==> src/rtl/mmu_walk_pkg.sv <==
package mmu_walk_pkg;

    localparam int AW        = 32;   // address width
    localparam int DW        = 32;   // descriptor width
    localparam int DOM_W     = 4;    // domain field width
    localparam int AP_W      = 2;    // permission code width
    localparam int NSUB      = 4;    // subpages per page
    localparam int SUB_SEL_W = $clog2(NSUB);

    // bit boundaries used by the table format
    localparam int TB_LSB       = 14; // table base kept bits
    localparam int SECT_LSB     = 20; // section base / first-level index
    localparam int L2_BASE_LSB  = 10; // page table base
    localparam int SMALL_LSB    = 12; // small page base / second-level index
    localparam int LARGE_LSB    = 16; // large page base
    localparam int AP_LSB       = 4;  // first subpage permission field
    localparam int SECT_AP_LSB  = 10; // section permission field
    localparam int DOM_LSB      = 5;  // domain field
    localparam int SMALL_SUB_LSB = 10; // vaddr bits picking a small subpage
    localparam int LARGE_SUB_LSB = 14; // vaddr bits picking a large subpage

    typedef enum logic [2:0] {
        ST_IDLE,
        ST_L1_ISSUE,
        ST_L1_WAIT,
        ST_L2_ISSUE,
        ST_L2_WAIT,
        ST_REPLY
    } walk_state_t;

    typedef enum logic [1:0] {
        L1K_FAULT,
        L1K_SECTION,
        L1K_TABLE
    } l1_kind_t;

    typedef struct packed {
        logic [AW-1:0]    paddr;
        logic             cacheable;
        logic             bufferable;
        logic [DOM_W-1:0] domain;
        logic [AP_W-1:0]  ap;
        logic             fault;
        logic             fault_page;
    } walk_result_t;

endpackage

==> src/rtl/mmu_ap_pick.sv <==
// Picks one subpage permission code out of the packed field of a page descriptor.
module mmu_ap_pick #(
    parameter int NSUB  = 4,
    parameter int AP_W  = 2,
    parameter int SEL_W = $clog2(NSUB)
) (
    input  logic [NSUB*AP_W-1:0] ap_field,
    input  logic [SEL_W-1:0]     sel,
    output logic [AP_W-1:0]      ap
);

    logic [AP_W-1:0] slot [NSUB];

    generate
        for (genvar g = 0; g < NSUB; g++) begin : g_slot
            assign slot[g] = ap_field[g*AP_W +: AP_W];
        end
    endgenerate

    assign ap = slot[sel];

endmodule

==> src/rtl/mmu_l1_decode.sv <==
// Classifies a first-level descriptor and derives the section mapping or
// the second-level lookup address from it.
module mmu_l1_decode
    import mmu_walk_pkg::*;
(
    input  logic [DW-1:0]    desc,
    input  logic [AW-1:0]    vaddr,
    output l1_kind_t         kind,
    output logic [AW-1:0]    sect_paddr,
    output logic [AW-1:0]    l2_addr,
    output logic [DOM_W-1:0] domain,
    output logic             cacheable,
    output logic             bufferable,
    output logic [AP_W-1:0]  ap
);

    always_comb begin
        unique case (desc[1:0])
            2'b10:   kind = L1K_SECTION;
            2'b01:   kind = L1K_TABLE;
            default: kind = L1K_FAULT;
        endcase
    end

    // section base joined with the in-section offset
    assign sect_paddr = {desc[DW-1:SECT_LSB], vaddr[SECT_LSB-1:0]};
    // page table base, then the second-level index, word aligned
    assign l2_addr    = {desc[DW-1:L2_BASE_LSB], vaddr[SECT_LSB-1:SMALL_LSB], 2'b00};
    assign domain     = desc[DOM_LSB +: DOM_W];
    assign cacheable  = desc[3];
    assign bufferable = desc[2];
    assign ap         = desc[SECT_AP_LSB +: AP_W];

endmodule

==> src/rtl/mmu_l2_decode.sv <==
// Decodes a second-level page descriptor into the final mapping.
module mmu_l2_decode
    import mmu_walk_pkg::*;
(
    input  logic [DW-1:0]   desc,
    input  logic [AW-1:0]   vaddr,
    output logic            ok,
    output logic [AW-1:0]   paddr,
    output logic            cacheable,
    output logic            bufferable,
    output logic [AP_W-1:0] ap
);

    logic                 is_small;
    logic                 is_large;
    logic                 large_clean;
    logic [SUB_SEL_W-1:0] sub_sel;

    always_comb begin
        is_small = 1'b0;
        is_large = 1'b0;
        unique case (desc[1:0])
            2'b10:   is_small = 1'b1;
            2'b01:   is_large = 1'b1;
            default: ;                  // fault types
        endcase
    end

    // large-page descriptors keep bits 15:12 clear
    assign large_clean = (desc[LARGE_LSB-1:SMALL_LSB] == '0);
    assign ok          = is_small | (is_large & large_clean);

    // subpage index comes from different virtual address bits per size
    assign sub_sel = is_large ? vaddr[LARGE_SUB_LSB +: SUB_SEL_W]
                              : vaddr[SMALL_SUB_LSB +: SUB_SEL_W];

    always_comb begin
        if (is_large)
            paddr = {desc[DW-1:LARGE_LSB], vaddr[LARGE_LSB-1:0]};
        else
            paddr = {desc[DW-1:SMALL_LSB], vaddr[SMALL_LSB-1:0]};
    end

    assign cacheable  = desc[3];
    assign bufferable = desc[2];

    mmu_ap_pick #(
        .NSUB (NSUB),
        .AP_W (AP_W)
    ) u_ap_pick (
        .ap_field (desc[AP_LSB +: NSUB*AP_W]),
        .sel      (sub_sel),
        .ap       (ap)
    );

endmodule

==> src/rtl/mmu_table_walker.sv <==
module mmu_table_walker
    import mmu_walk_pkg::*;
(
    input  logic          clk,
    input  logic          rst_n,
    input  logic          req_valid,
    output logic          req_ready,
    input  logic [31:0]   req_vaddr,
    input  logic [31:0]   req_table_base,
    output logic          mem_rd_valid,
    input  logic          mem_rd_ready,
    output logic [31:0]   mem_rd_addr,
    input  logic          mem_rsp_valid,
    input  logic [31:0]   mem_rsp_data,
    output logic          res_valid,
    output logic [31:0]   res_paddr,
    output logic          res_cacheable,
    output logic          res_bufferable,
    output logic [3:0]    res_domain,
    output logic [1:0]    res_ap,
    output logic          res_fault,
    output logic          res_fault_page
);

    walk_state_t      state_q, state_d;
    logic [AW-1:0]    va_q;
    logic [AW-1:0]    rd_addr_q;
    logic [DOM_W-1:0] l1_dom_q;
    walk_result_t     res_q;

    // first-level decode
    l1_kind_t         l1_kind;
    logic [AW-1:0]    l1_sect_paddr;
    logic [AW-1:0]    l1_l2_addr;
    logic [DOM_W-1:0] l1_dom;
    logic             l1_c, l1_b;
    logic [AP_W-1:0]  l1_ap;

    // second-level decode
    logic             l2_ok;
    logic [AW-1:0]    l2_paddr;
    logic             l2_c, l2_b;
    logic [AP_W-1:0]  l2_ap;

    mmu_l1_decode u_l1 (
        .desc       (mem_rsp_data),
        .vaddr      (va_q),
        .kind       (l1_kind),
        .sect_paddr (l1_sect_paddr),
        .l2_addr    (l1_l2_addr),
        .domain     (l1_dom),
        .cacheable  (l1_c),
        .bufferable (l1_b),
        .ap         (l1_ap)
    );

    mmu_l2_decode u_l2 (
        .desc       (mem_rsp_data),
        .vaddr      (va_q),
        .ok         (l2_ok),
        .paddr      (l2_paddr),
        .cacheable  (l2_c),
        .bufferable (l2_b),
        .ap         (l2_ap)
    );

    // ---------------- state register ----------------
    always_ff @(posedge clk) begin
        if (!rst_n) state_q <= ST_IDLE;
        else        state_q <= state_d;
    end

    // ---------------- transitions ----------------
    always_comb begin
        state_d = state_q;
        unique case (state_q)
            ST_IDLE:     if (req_valid)     state_d = ST_L1_ISSUE;
            ST_L1_ISSUE: if (mem_rd_ready)  state_d = ST_L1_WAIT;
            ST_L1_WAIT:  if (mem_rsp_valid) state_d = (l1_kind == L1K_TABLE) ? ST_L2_ISSUE : ST_REPLY;
            ST_L2_ISSUE: if (mem_rd_ready)  state_d = ST_L2_WAIT;
            ST_L2_WAIT:  if (mem_rsp_valid) state_d = ST_REPLY;
            ST_REPLY:                       state_d = ST_IDLE;
            default:                        state_d = ST_IDLE;
        endcase
    end

    // ---------------- walk datapath ----------------
    always_ff @(posedge clk) begin
        if (!rst_n) begin
            va_q      <= '0;
            rd_addr_q <= '0;
            l1_dom_q  <= '0;
            res_q     <= '0;
        end else begin
            unique case (state_q)
                ST_IDLE: begin
                    if (req_valid) begin
                        va_q      <= req_vaddr;
                        // table base, first-level index, word aligned
                        rd_addr_q <= {req_table_base[AW-1:TB_LSB], req_vaddr[AW-1:SECT_LSB], 2'b00};
                    end
                end
                ST_L1_WAIT: begin
                    if (mem_rsp_valid) begin
                        unique case (l1_kind)
                            L1K_SECTION: begin
                                res_q.paddr      <= l1_sect_paddr;
                                res_q.cacheable  <= l1_c;
                                res_q.bufferable <= l1_b;
                                res_q.domain     <= l1_dom;
                                res_q.ap         <= l1_ap;
                                res_q.fault      <= 1'b0;
                                res_q.fault_page <= 1'b0;
                            end
                            L1K_TABLE: begin
                                rd_addr_q <= l1_l2_addr;
                                l1_dom_q  <= l1_dom;
                            end
                            default: begin
                                res_q            <= '0;
                                res_q.fault      <= 1'b1;
                            end
                        endcase
                    end
                end
                ST_L2_WAIT: begin
                    if (mem_rsp_valid) begin
                        res_q.domain <= l1_dom_q;
                        if (l2_ok) begin
                            res_q.paddr      <= l2_paddr;
                            res_q.cacheable  <= l2_c;
                            res_q.bufferable <= l2_b;
                            res_q.ap         <= l2_ap;
                            res_q.fault      <= 1'b0;
                            res_q.fault_page <= 1'b0;
                        end else begin
                            res_q.paddr      <= '0;
                            res_q.cacheable  <= 1'b0;
                            res_q.bufferable <= 1'b0;
                            res_q.ap         <= '0;
                            res_q.fault      <= 1'b1;
                            res_q.fault_page <= 1'b1;
                        end
                    end
                end
                default: ;
            endcase
        end
    end

    // ---------------- outputs ----------------
    always_comb begin
        req_ready      = (state_q == ST_IDLE);
        mem_rd_valid   = (state_q == ST_L1_ISSUE) || (state_q == ST_L2_ISSUE);
        mem_rd_addr    = rd_addr_q;
        res_valid      = (state_q == ST_REPLY);
        res_paddr      = res_q.paddr;
        res_cacheable  = res_q.cacheable;
        res_bufferable = res_q.bufferable;
        res_domain     = res_q.domain;
        res_ap         = res_q.ap;
        res_fault      = res_q.fault;
        res_fault_page = res_q.fault_page;
    end

    // ---------------- assertions ----------------
    AST_RD_HOLD: assert property (@(posedge clk) disable iff (!rst_n)
        (mem_rd_valid && !mem_rd_ready) |=> (mem_rd_valid && $stable(mem_rd_addr)));

    AST_RD_ALIGNED: assert property (@(posedge clk) disable iff (!rst_n)
        mem_rd_valid |-> (mem_rd_addr[1:0] == 2'b00));

    AST_RES_ONE_CYCLE: assert property (@(posedge clk) disable iff (!rst_n)
        res_valid |=> !res_valid);

    AST_BUSY_NOT_READY: assert property (@(posedge clk) disable iff (!rst_n)
        (mem_rd_valid || res_valid) |-> !req_ready);

    AST_FAULT_NO_PADDR: assert property (@(posedge clk) disable iff (!rst_n)
        (res_valid && res_fault) |-> (res_paddr == '0 && res_ap == '0));

    AST_ACCEPT_ISSUES: assert property (@(posedge clk) disable iff (!rst_n)
        (req_valid && req_ready) |=> mem_rd_valid);

endmodule

==> config.mk <==
export PLATFORM = sky130hd
export DESIGN_NAME = mmu_table_walker
export DESIGN_NICKNAME = d
export VERILOG_FILES = /design/src/rtl/mmu_walk_pkg.sv /design/src/rtl/mmu_ap_pick.sv /design/src/rtl/mmu_l1_decode.sv /design/src/rtl/mmu_l2_decode.sv /design/src/rtl/mmu_table_walker.sv
export SDC_FILE = /design/constraint.sdc
export NUM_CORES = 1
export LEC_CHECK = 0
export ABC_AREA = 1
export BUFFER_PORTS_ARGS = -buffer_cell sky130_fd_sc_hd__buf_2
export CAP_MARGIN = 5
export CORE_ASPECT_RATIO = 0.6
export CORE_MARGIN = 2
export CORE_UTILIZATION = 40
export DETAILED_ROUTE_END_ITERATION = 7
export HOLD_SLACK_MARGIN = 0.08
export PLACE_DENSITY = 0.78
export SYNTH_ARGS = -nofsm -noshare
export SYNTH_HDL_FRONTEND = slang
export SYNTH_SLANG_ARGS = --single-unit
export TNS_END_PERCENT = 10
==> constraint.sdc <==
create_clock -name clk -period 1.5 [get_ports clk]
set_input_delay 0.3 -clock clk [delete_from_list [all_inputs] [get_ports clk]]
set_output_delay 0.3 -clock clk [all_outputs]
set_load 0.02 [all_outputs]
==> summary.txt <==
Run status
  – Result of the run: finished with violations
  – Failing checks: setup timing

Worst setup path
  – CP Capture Type: output pin
  – CP max stage delay: 360 ps
  – Maximum fanout along the worst path: 4
  – Cells on worst reg2reg path: 11
  – Standard cell with the maximum stage delay on the critical path: dfxtp_4
  – Cell repeated most along the worst path: buf_6
  – Kind of critical path: reg2out
  – Data arrival at the endpoint of the critical path: 1280 ps
  – Required time worst endpoint: 1200 ps
  – Worst reg2reg setup slack: -10 ps
  – Cell-by-cell trace of the critical path: nor2_4, inv_2, nor2_4, buf_6, buf_6, buf_6
  – CP Launch Type: flip-flop

Clock tree
  – Number of clock sinks: 99
  – Clock Path Buffers: 2
  – Insertion delay of the later-clocked pin in the worst-skew pair: 340 ps
  – Clock slew at the register clock pins of the worst setup and hold paths: 70 ps
  – TritonCTS clock tree: built
  – Clock root buffer: clkbuf_16
  – Cts hold-fix bufs: 0
  – Number of buffers created by CTS: 9
  – Max H-tree Level: 3

Floorplan
  – Horizontal die dimension: 141.7 um
  – Number of rows in the core area: 30
  – Die extent in y: 86.62 um
  – Die Area: 0.01227 sq mm
  – Placeable core region: 0.01119 sq mm
  – Initial cell density of the core: 0.4068
  – # IOs: 178

Synth
  – Fraction of the yosys area taken by sequential cells: 0.4355
  – Distinct cell type count of the synthesized netlist: 26
  – Post-synthesis average cell area: 6.937 sq um
  – Netlist area before placement: 0.004551 sq mm
  – Synth Warn #: 0
  – Gate Count Post-Synth: 656
  – FF+latch count, synth: 99

Job
  – Count of maximum capacitance violations: 0

Pwr
  – LEAKAGE: 3.081 nW
  – IR Drop Worst-Case VDD: 779.6 uV
  – Power per cell area: 1958 mW/mm^2

Routing
  – Routed via count divided by cell count: 5.106
  – Antenna-violating nets left: 0
  – Detailed Routing Iterations Pass 1: 5
  – DRC: 0
  – Total wirelength of the detailed-routed design: 14500 um
  – Number of DRC violations after detailed-routing iteration 0: 285
  – Count of vias placed by the detailed router: 5024
  – Average routed wire per standard cell: 14.74 um

STA
  – Final hold slack: 220.8 ps
  – Endpoints failing setup: 11
  – Post-layout minimum cycle time: 1585 ps
  – Hold violation total from the final report: 0
  – Clock skew: 8.014 ps
  – Final clock period utilization by the worst path: 1.056
  – Highest clock rate: 0.6311 GHz
  – Setup repair after global routing missed its margin: true
  – Final worst-path setup slack: -84.55 ps
  – Final max-slew violation count: 0

Finish
  – Area growth syn-to-layout: 40.80%
  – Fin nets: 936
  – Total area of multi-input combinational cells: 0.002346 sq mm
  – Number of fill cells: 1060
  – Share of cells above drive strength 1: 0.3167
  – Final cell count without fillers: 984
  – Register area: 0.001993 sq mm
  – Utilization after layout: 0.5728
  – Number of antenna diodes: 0

Global routing
  – Via count of the first global-routing pass: 4298
  – Wire length of the first global-routing pass: 21740 um
  – Antenna violations before repair: 0
  – Maximum number of pins on one net before global-route repair: 56
  – Leftover overflow at the end of global routing: 0
  – GRT Resource Usage Total: 0.2231

Placed design
  – Number of placed cells counting well taps: 954
  – Final HPWL DP: 9938 um
  – Number of buffers inserted by port buffering: 161
  – Placer's final routability congestion estimate: 0.9108

Hold path
  – Worst hold-check path type: in2reg
  – Hold Crit Depth: 3
==> path summary, 6_finish.rpt <==
check / startpoint / end
worst min-delay path: req_vaddr[15] / va_q[15]$_SDFFE_PN0P_
worst max register to register: state_q[1]$_SDFFE_PN0P_ / mem_rd_addr[20]$_SDFFE_PN0P_
worst max-delay path: state_q[1]$_SDFFE_PN0P_ / req_ready
worst min register to register: va_q[2]$_SDFFE_PN0P_ / va_q[2]$_SDFFE_PN0P_
==> report_power, final <==
part           internal (mW)  total [mW]  switching [mW]
Sequential              3.29        3.66           0.369
Combinational           2.89        6.72            3.82
Clock                   1.14        2.17            1.03
==> flip-flops by register name, summed over array words and instances (netlist names) <==
register / count
res_fault: 1
res_fault_page: 1
state_q: 3
res_bufferable: 1
res_domain: 4
res_paddr: 32
va_q: 20
res_ap: 2
res_cacheable: 1
l1_dom_q: 4
mem_rd_addr: 30
==> synthesized netlist by cell type, drive strengths merged <==
| master | count | share of area |
|---|---|---|
| clkinv | 1 | 0.00082 |
| nand2 | 169 | 0.14 |
| conb | 1 | 0.00082 |
| a211oi | 1 | 0.0017 |
| nand3 | 71 | 0.079 |
| a21oi | 74 | 0.081 |
| nor2 | 79 | 0.071 |
| o21ai | 50 | 0.055 |
| clkbuf | 23 | 0.019 |
| buf | 21 | 0.032 |
| nand3b | 30 | 0.049 |
| o211ai | 1 | 0.0017 |
| inv | 35 | 0.029 |
| dfxtp | 99 | 0.44 |
| nor3 | 1 | 0.0011 |
==> logic make-up (layout without fill, tap and decap cells) <==
kind of cell | count (synthesis) | in the layout | share of synthesized area
compound gates | 126 | 126 | 0.1397
buf+inv | 80 | 263 | 0.08056
flops | 99 | 99 | 0.4355
other cells | 1 | 2 | 0.0008241
simple gates | 350 | 350 | 0.3434
==> what timing repair did <==
item                       4_1_cts  5_1_grt
buffers inserted                 6        2
setup endpoints to repair       69       88
gates resized for setup         23       42
gates cloned                     0        6
hold endpoints to repair         0        0
pin swaps                        6        6
==> stage by stage <==
stage | cell area [sq um] | power, mW | setup TNS (ps) | setup slack [ps]
5_1_grt | 6407 | 13.39 | -6064 | -154.4
3_5_place_dp | 5743 | 9.055 | -3469 | -91.69
3_3_place_gp | 5743 | 9.013 | -1550 | -62.85
4_1_cts | 6121 | 11.54 | -95.16 | -56.32
2_1_floorplan | 4559 | 7.145 | -270.9 | -27.10
6_report | 6407 | 12.55 | -188.3 | -84.55
==> cell type report <==
cell class	instances	area share
Clock buffer	9	0.03515
Clock inverter	7	0.007811
Inverter	36	0.02187
Multi-Input combinational cell	478	0.3661
Sequential cell	99	0.3111
Tap cell	144	0.02812
Timing Repair Buffer	211	0.2298
==> per-layer routing <==
metal  global-route usage  part of all wire  vias up
li1                     -                 -     2498
met1               0.3317              0.47     2274
met2               0.3266              0.42      245
met3              0.06354             0.099        7
met4              0.03364            0.0042        0
met5                    0                 0        -
==> placed cells by master, fill, tap and decap left out, drive strengths merged <==
master    n
nand3b   30
inv      39
nand3    71
a21oi    74
dfxtp    99
clkbuf   14
o211ai    1
buf     206
o21ai    50
nor2     79
nor3      1
nand2   169
conb      2
clkinv    4
a211oi    1
==> worst max-delay path: cells and delay by family, from the launching register on <==
kind	cells	cell delay, ps
flops	1	360
simple gates	2	210
buf+inv	4	380
(Power assumes the default switching activity.)
